[config.mk]
export PLATFORM = sky130hd
export DESIGN_NAME = fault_supervisor
export DESIGN_NICKNAME = d
export VERILOG_FILES = /design/src/rtl/fsup_pkg.sv /design/src/rtl/fsup_sync.sv /design/src/rtl/fsup_thermal.sv /design/src/rtl/fsup_oc_latch.sv /design/src/rtl/fault_supervisor.sv
export SDC_FILE = /design/constraint.sdc
export NUM_CORES = 1
export LEC_CHECK = 0
export BUFFER_PORTS_ARGS = -buffer_cell sky130_fd_sc_hd__buf_2
export CAP_MARGIN = 5
export CORE_AREA = 8 8 45 47
export CTS_CLUSTER_DIAMETER = 30
export DETAILED_ROUTE_END_ITERATION = 10
export DIE_AREA = 0 0 53 55
export HOLD_SLACK_MARGIN = 0.05
export SETUP_SLACK_MARGIN = 0.02
export SKIP_CTS_REPAIR_TIMING = 1
export SYNTH_ARGS = -nofsm -noshare
export SYNTH_HDL_FRONTEND = slang
export SYNTH_SLANG_ARGS = --single-unit
[constraint.sdc]
create_clock -name clk -period 0.8 [get_ports clk]
set_input_delay 0.08 -clock clk [delete_from_list [all_inputs] [get_ports clk]]
set_output_delay 0.08 -clock clk [all_outputs]
set_load 0.02 [all_outputs]
[src/rtl/fsup_pkg.sv]
// Package: shared types for the fault supervisor.
// Assumes nothing beyond IEEE 1800-2017 packed structs.
package fsup_pkg;

    // Registered thermal fault state; stop implies warn.
    typedef struct packed {
        logic stop;
        logic warn;
    } therm_flags_t;

endpackage

[src/rtl/fsup_sync.sv]
// Module: multi-stage synchroniser for a vector of independent flags.
// Assumes each bit is a level that lasts longer than STAGES clocks; no
// pulse stretching or bus coherency is provided.
module fsup_sync #(
    parameter int WIDTH  = 4,
    parameter int STAGES = 2
) (
    input  logic             clk,
    input  logic             rst_n,
    input  logic [WIDTH-1:0] async_in,
    output logic [WIDTH-1:0] sync_out
);

    logic [STAGES-1:0][WIDTH-1:0] stage_q;

    // Shift the raw flags through the flop chain.
    always_ff @(posedge clk) begin
        if (!rst_n) begin
            stage_q <= '0;
        end else begin
            stage_q[0] <= async_in;
            for (int s = 1; s < STAGES; s++) begin
                stage_q[s] <= stage_q[s-1];
            end
        end
    end

    assign sync_out = stage_q[STAGES-1];

endmodule

[src/rtl/fsup_thermal.sv]
// Module: thermal fault detector with a shared hysteretic release.
// Assumes RELEASE_LVL < WARN_TRIP < STOP_TRIP, all representable in TEMP_W.
// Both flags trip on "strictly above" and clear together on "strictly below".
module fsup_thermal
    import fsup_pkg::*;
#(
    parameter int TEMP_W      = 8,
    parameter int WARN_TRIP   = 135,
    parameter int STOP_TRIP   = 150,
    parameter int RELEASE_LVL = 120
) (
    input  logic              clk,
    input  logic              rst_n,
    input  logic [TEMP_W-1:0] die_temp,
    output therm_flags_t      flags_q
);

    localparam logic [TEMP_W-1:0] WARN_LVL = TEMP_W'(WARN_TRIP);
    localparam logic [TEMP_W-1:0] STOP_LVL = TEMP_W'(STOP_TRIP);
    localparam logic [TEMP_W-1:0] REL_LVL  = TEMP_W'(RELEASE_LVL);

    logic over_warn;
    logic over_stop;
    logic below_rel;

    // Compare the temperature with the three levels.
    always_comb begin
        over_warn = die_temp > WARN_LVL;
        over_stop = die_temp > STOP_LVL;
        below_rel = die_temp < REL_LVL;
    end

    // Set each flag on its trip, clear both on the shared release.
    always_ff @(posedge clk) begin
        if (!rst_n) begin
            flags_q <= '0;
        end else if (below_rel) begin
            flags_q <= '0;
        end else begin
            if (over_warn) flags_q.warn <= 1'b1;
            if (over_stop) flags_q.stop <= 1'b1;
        end
    end

    assert_warn_trip_R1: assert property (@(posedge clk) disable iff (!rst_n)
        (die_temp > WARN_LVL) |=> flags_q.warn);

    assert_stop_trip_R2: assert property (@(posedge clk) disable iff (!rst_n)
        (die_temp > STOP_LVL) |=> (flags_q.stop && flags_q.warn));

    assert_band_hold_R3: assert property (@(posedge clk) disable iff (!rst_n)
        (flags_q.stop && die_temp >= REL_LVL) |=> flags_q.stop);

    assert_joint_release_R3: assert property (@(posedge clk) disable iff (!rst_n)
        (die_temp < REL_LVL) |=> (!flags_q.warn && !flags_q.stop));

endmodule

[src/rtl/fsup_oc_latch.sv]
// Module: sticky overcurrent latch.
// Set by any synchronised leg flag; cleared only by reset or by mute_n
// rising after a low period with no flag present. mute_n is assumed
// synchronous to clk. Setting wins over clearing.
module fsup_oc_latch (
    input  logic clk,
    input  logic rst_n,
    input  logic mute_n,
    input  logic oc_any,
    output logic oc_q
);

    logic mute_prev_q;
    logic mute_negated;

    // Detect the end of a mute period.
    always_comb begin
        mute_negated = mute_n && !mute_prev_q;
    end

    // Hold the previous mute level and update the latch.
    always_ff @(posedge clk) begin
        if (!rst_n) begin
            mute_prev_q <= 1'b1;
            oc_q        <= 1'b0;
        end else begin
            mute_prev_q <= mute_n;
            if (oc_any) begin
                oc_q <= 1'b1;
            end else if (mute_negated) begin
                oc_q <= 1'b0;
            end
        end
    end

    assert_oc_set_R4: assert property (@(posedge clk) disable iff (!rst_n)
        oc_any |=> oc_q);

    assert_oc_sticky_R5: assert property (@(posedge clk) disable iff (!rst_n)
        (oc_q && !(mute_n && !mute_prev_q)) |=> oc_q);

    assert_oc_clear_R6: assert property (@(posedge clk) disable iff (!rst_n)
        (mute_n && !mute_prev_q && !oc_any) |=> !oc_q);

    assert_oc_relatch_R7: assert property (@(posedge clk) disable iff (!rst_n)
        (mute_n && !mute_prev_q && oc_any) |=> oc_q);

endmodule

[src/rtl/fault_supervisor.sv]
// Module: top of the thermal and overcurrent fault supervisor.
// Synchronises each leg flag, ORs them into a sticky latch, runs the
// thermal hysteresis and maps the state onto active-low error outputs.
// Assumes die_temp is already synchronous and stable for a clock.
module fault_supervisor
    import fsup_pkg::*;
#(
    parameter int TEMP_W      = 8,
    parameter int NUM_LEGS    = 4,
    parameter int SYNC_STAGES = 2,
    parameter int WARN_TRIP   = 135,
    parameter int STOP_TRIP   = 150,
    parameter int RELEASE_LVL = 120
) (
    input  logic                clk,
    input  logic                rst_n,
    input  logic                mute_n,
    input  logic [TEMP_W-1:0]   die_temp,
    input  logic [NUM_LEGS-1:0] leg_oc,
    output logic                warn_err_n,
    output logic                stop_err_n,
    output logic                oc_err_n,
    output logic                shutdown_req,
    output logic                mute_req
);

    logic [NUM_LEGS-1:0] leg_sync;
    logic                oc_any;
    logic                oc_q;
    therm_flags_t        therm_q;

    // One synchroniser per bridge leg.
    for (genvar g = 0; g < NUM_LEGS; g++) begin : g_leg
        fsup_sync #(.WIDTH(1), .STAGES(SYNC_STAGES)) sync_i (
            .clk      (clk),
            .rst_n    (rst_n),
            .async_in (leg_oc[g]),
            .sync_out (leg_sync[g])
        );
    end

    // Merge the synchronised leg flags.
    always_comb begin
        oc_any = |leg_sync;
    end

    fsup_oc_latch oc_i (
        .clk    (clk),
        .rst_n  (rst_n),
        .mute_n (mute_n),
        .oc_any (oc_any),
        .oc_q   (oc_q)
    );

    fsup_thermal #(
        .TEMP_W      (TEMP_W),
        .WARN_TRIP   (WARN_TRIP),
        .STOP_TRIP   (STOP_TRIP),
        .RELEASE_LVL (RELEASE_LVL)
    ) therm_i (
        .clk      (clk),
        .rst_n    (rst_n),
        .die_temp (die_temp),
        .flags_q  (therm_q)
    );

    // Map the internal state onto the outputs.
    always_comb begin
        warn_err_n   = !therm_q.warn;
        stop_err_n   = !therm_q.stop;
        shutdown_req = therm_q.stop;
        oc_err_n     = !oc_q;
        mute_req     = oc_q;
    end

    assert_reset_clean_R8: assert property (@(posedge clk)
        !rst_n |=> (warn_err_n && stop_err_n && oc_err_n && !shutdown_req && !mute_req));

    assert_oc_from_legs_R9: assert property (@(posedge clk) disable iff (!rst_n)
        (!oc_any && !oc_q) |=> !mute_req);

endmodule

==> impl_metrics.toml <==
[grt]
grt_pass1_wl_mm = 1.08
grt_pass1_vias = 280
grt_usage_pct = 5.05
globalRouteOverflowTotal = 0
grt_antenna_before_repair = 0
grt_max_degree = 12

[timing]
holdWs_ns = 0.0747
finClkSkew_ns = 0.00602
rsz0062_at_grt = "yes"
setup_viol = 5
hold_viol = 0
final_max_slew_viol_count = 0
fin_crit_ns = 0.852
worst_pin_slew_ns = 0.288
finalCritPeriodShare_pct = 107
max_freq_mhz = 1170
setup_slack_ns = -0.0525
relSlewSlack_pct = 80.6

[placement]
io_buffers = 19
gp_congestion = 0.743

[synthesis]
yosysSeqAreaShare_pct = 59.6
ys_ff_latch = 12
yosysUniqueCellTypes = 16
synth_nets = 54
synth_area_um2 = 403
yosysWarnings = 0
syn-mean-instance-area_um2 = 10.3
postSynthCellCount = 39

[cells_and_area]
multi_input_area_um2 = 150
n_fill_cell = 131
drive_gt1_share_pct = 49.3
utilization_pct = 46.7
final_common_cell = "buf_2"
final_cell_mix = "buf_2, dfxtp_1, and2_1"
regArea_um2 = 244
num-nets-final = 83
num_antenna_cells = 0
syn_to_final_growth_pct = 60.2

[hold_path]
holdPathEnd = "oc_i.mute_prev_q$_SDFF_PN1_"
min_from = "rst_n"
hp-class = "input port to register"
hold_depth = 2

[status]
violations = "setup timing"
outcome = "finished with violations"

[floorplan]
die_area_mm2 = 0.00292
std_cell_rows = 14
die_w_um = 53
core_area_mm2 = 0.00138
boundaryPins = 20
start_util_pct = 29.1
chipHeight_um = 55

[worst_setup_path]
critPathKind = "register to output pin"
cp-end-kind = "output pin"
required_ns = 0.72
worst_r2r_startpoint = "therm_i.flags_q[1]$_SDFFE_PP0N_"
timing.rr.end = "therm_i.flags_q[1]$_SDFFE_PP0N_"
critPathLaunchType = "register"
ff2ff_path_depth = 4
r2r_slack_ns = 0.03
critPathArrivalTime_ns = 0.77
cp_max_fo = 2

[drt]
via_per_inst = 4.49
vias = 373
first_iter_violations = 4
route.detailed.drc = 0
dr.pass1.iters = 3
antenna_left = 0
routedWlPerCell_um = 11.2
finalWirelength_um = 931

[pwr]
ir_drop_mv = 0.999
power_mw = 1.30
p_leak_nw = 0.294
p_per_area_mw_per_mm2 = 2010

[clocking]
cts_made_buffers = 3
cts.sinks = 12
clkTransAtPathRegs_ns = 0.08
clock-root-buffer = "clkbuf_4"
cts.htree.levels = 1
clk_path_buf_depth = 2
insertion_delay_ns = 0.26
cts_tree = "done"

[run]
drv_cap = 0
through the flow:
step / area (um^2) / instances / TNS [ns] / setup WS (ns)
final: 646 / 83 / -0.133 / -0.0525
after global routing: 646 / 83 / -0.335 / -0.0782
after CTS: 552 / 77 / -0.338 / -0.0793
after detailed placement: 515 / 73 / -0.0494 / -0.0494
after global placement: 515 / 73 / -0.0173 / -0.0173
after floorplan: 404 / 39 / 0 / 0.0441
cells by family (layout without fill, tap and decap cells):
family	Yosys count	after routing	synth area share (%)
buf+inv	5	33	4.66
simple gates	14	14	20.2
flops	12	12	59.6
compound gates	8	8	15.5
cell usage after synthesis:
cell type   n  share of area, %
a21boi_0    1               1.9
and2_1      8                12
o21ai_0     1               1.2
a41o_2      1               2.8
a21oi_2     1               2.2
o41ai_1     1               2.2
nand2_1     2               1.9
dfxtp_1    12                60
inv_1       4               3.7
a211o_1     1               2.2
nor4_1      2               3.1
o21a_1      1               1.9
nand4_1     1               1.6
a21oi_1     1               1.2
nand3_1     1               1.2
clkbuf_1    1              0.93
power breakdown:
part           total [mW]  internal [mW]  switching [mW]
sequential          0.645          0.631          0.0133
combinational       0.190          0.106          0.0841
clock               0.461          0.276           0.185
layout make-up:
class	instances	area share [%]
clock buffers	4	5.62
inverters	4	2.33
multi-input cells	22	23.3
well taps	16	3.10
flip-flops and latches	12	37.8
repair buffers	25	27.9
worst max-delay path, cell delays in order, from the launching register on:
cell     delay (ns)
dfxtp_2        0.35
inv_2          0.04
buf_6          0.12
sequential cells by signal (all words and copies together), names as in the netlist:
| name | flops |
|---|---|
| g_leg.sync_i.stage_q | 4 |
| therm_i.flags_q | 2 |
| oc_i.mute_prev_q | 1 |
| oc_i.oc_q | 1 |
| g_leg.sync_i.sync_out | 4 |
worst max path at each step:
stage	depth (start not counted)	start	slack, ns	end
floorplan	3	therm_i.flags_q[1]$_SDFFE_PP0N_	0.04	therm_i.flags_q[1]$_SDFFE_PP0N_
global placement	4	die_temp[5]	-0.02	therm_i.flags_q[1]$_SDFFE_PP0N_
detailed placement	4	die_temp[5]	-0.05	therm_i.flags_q[1]$_SDFFE_PP0N_
CTS	2	oc_i.oc_q$_SDFFE_PN0P_	-0.08	oc_err_n
global route	2	oc_i.oc_q$_SDFFE_PN0P_	-0.08	oc_err_n
finish	2	therm_i.flags_q[1]$_SDFFE_PP0N_	-0.05	stop_err_n
metal layers:
metal | part of all wire, % | wire [um] | vias up | track usage (%)
met2 | 54 | 502 | 8 | 7.23
met1 | 38 | 357 | 172 | 5.55
met5 | 0 | 0 | - | 0
met3 | 5.4 | 50 | 2 | 1.07
li1 | - | - | 191 | -
met4 | 2.0 | 19 | 0 | 6.47
Power figures use the tool's default switching activity.
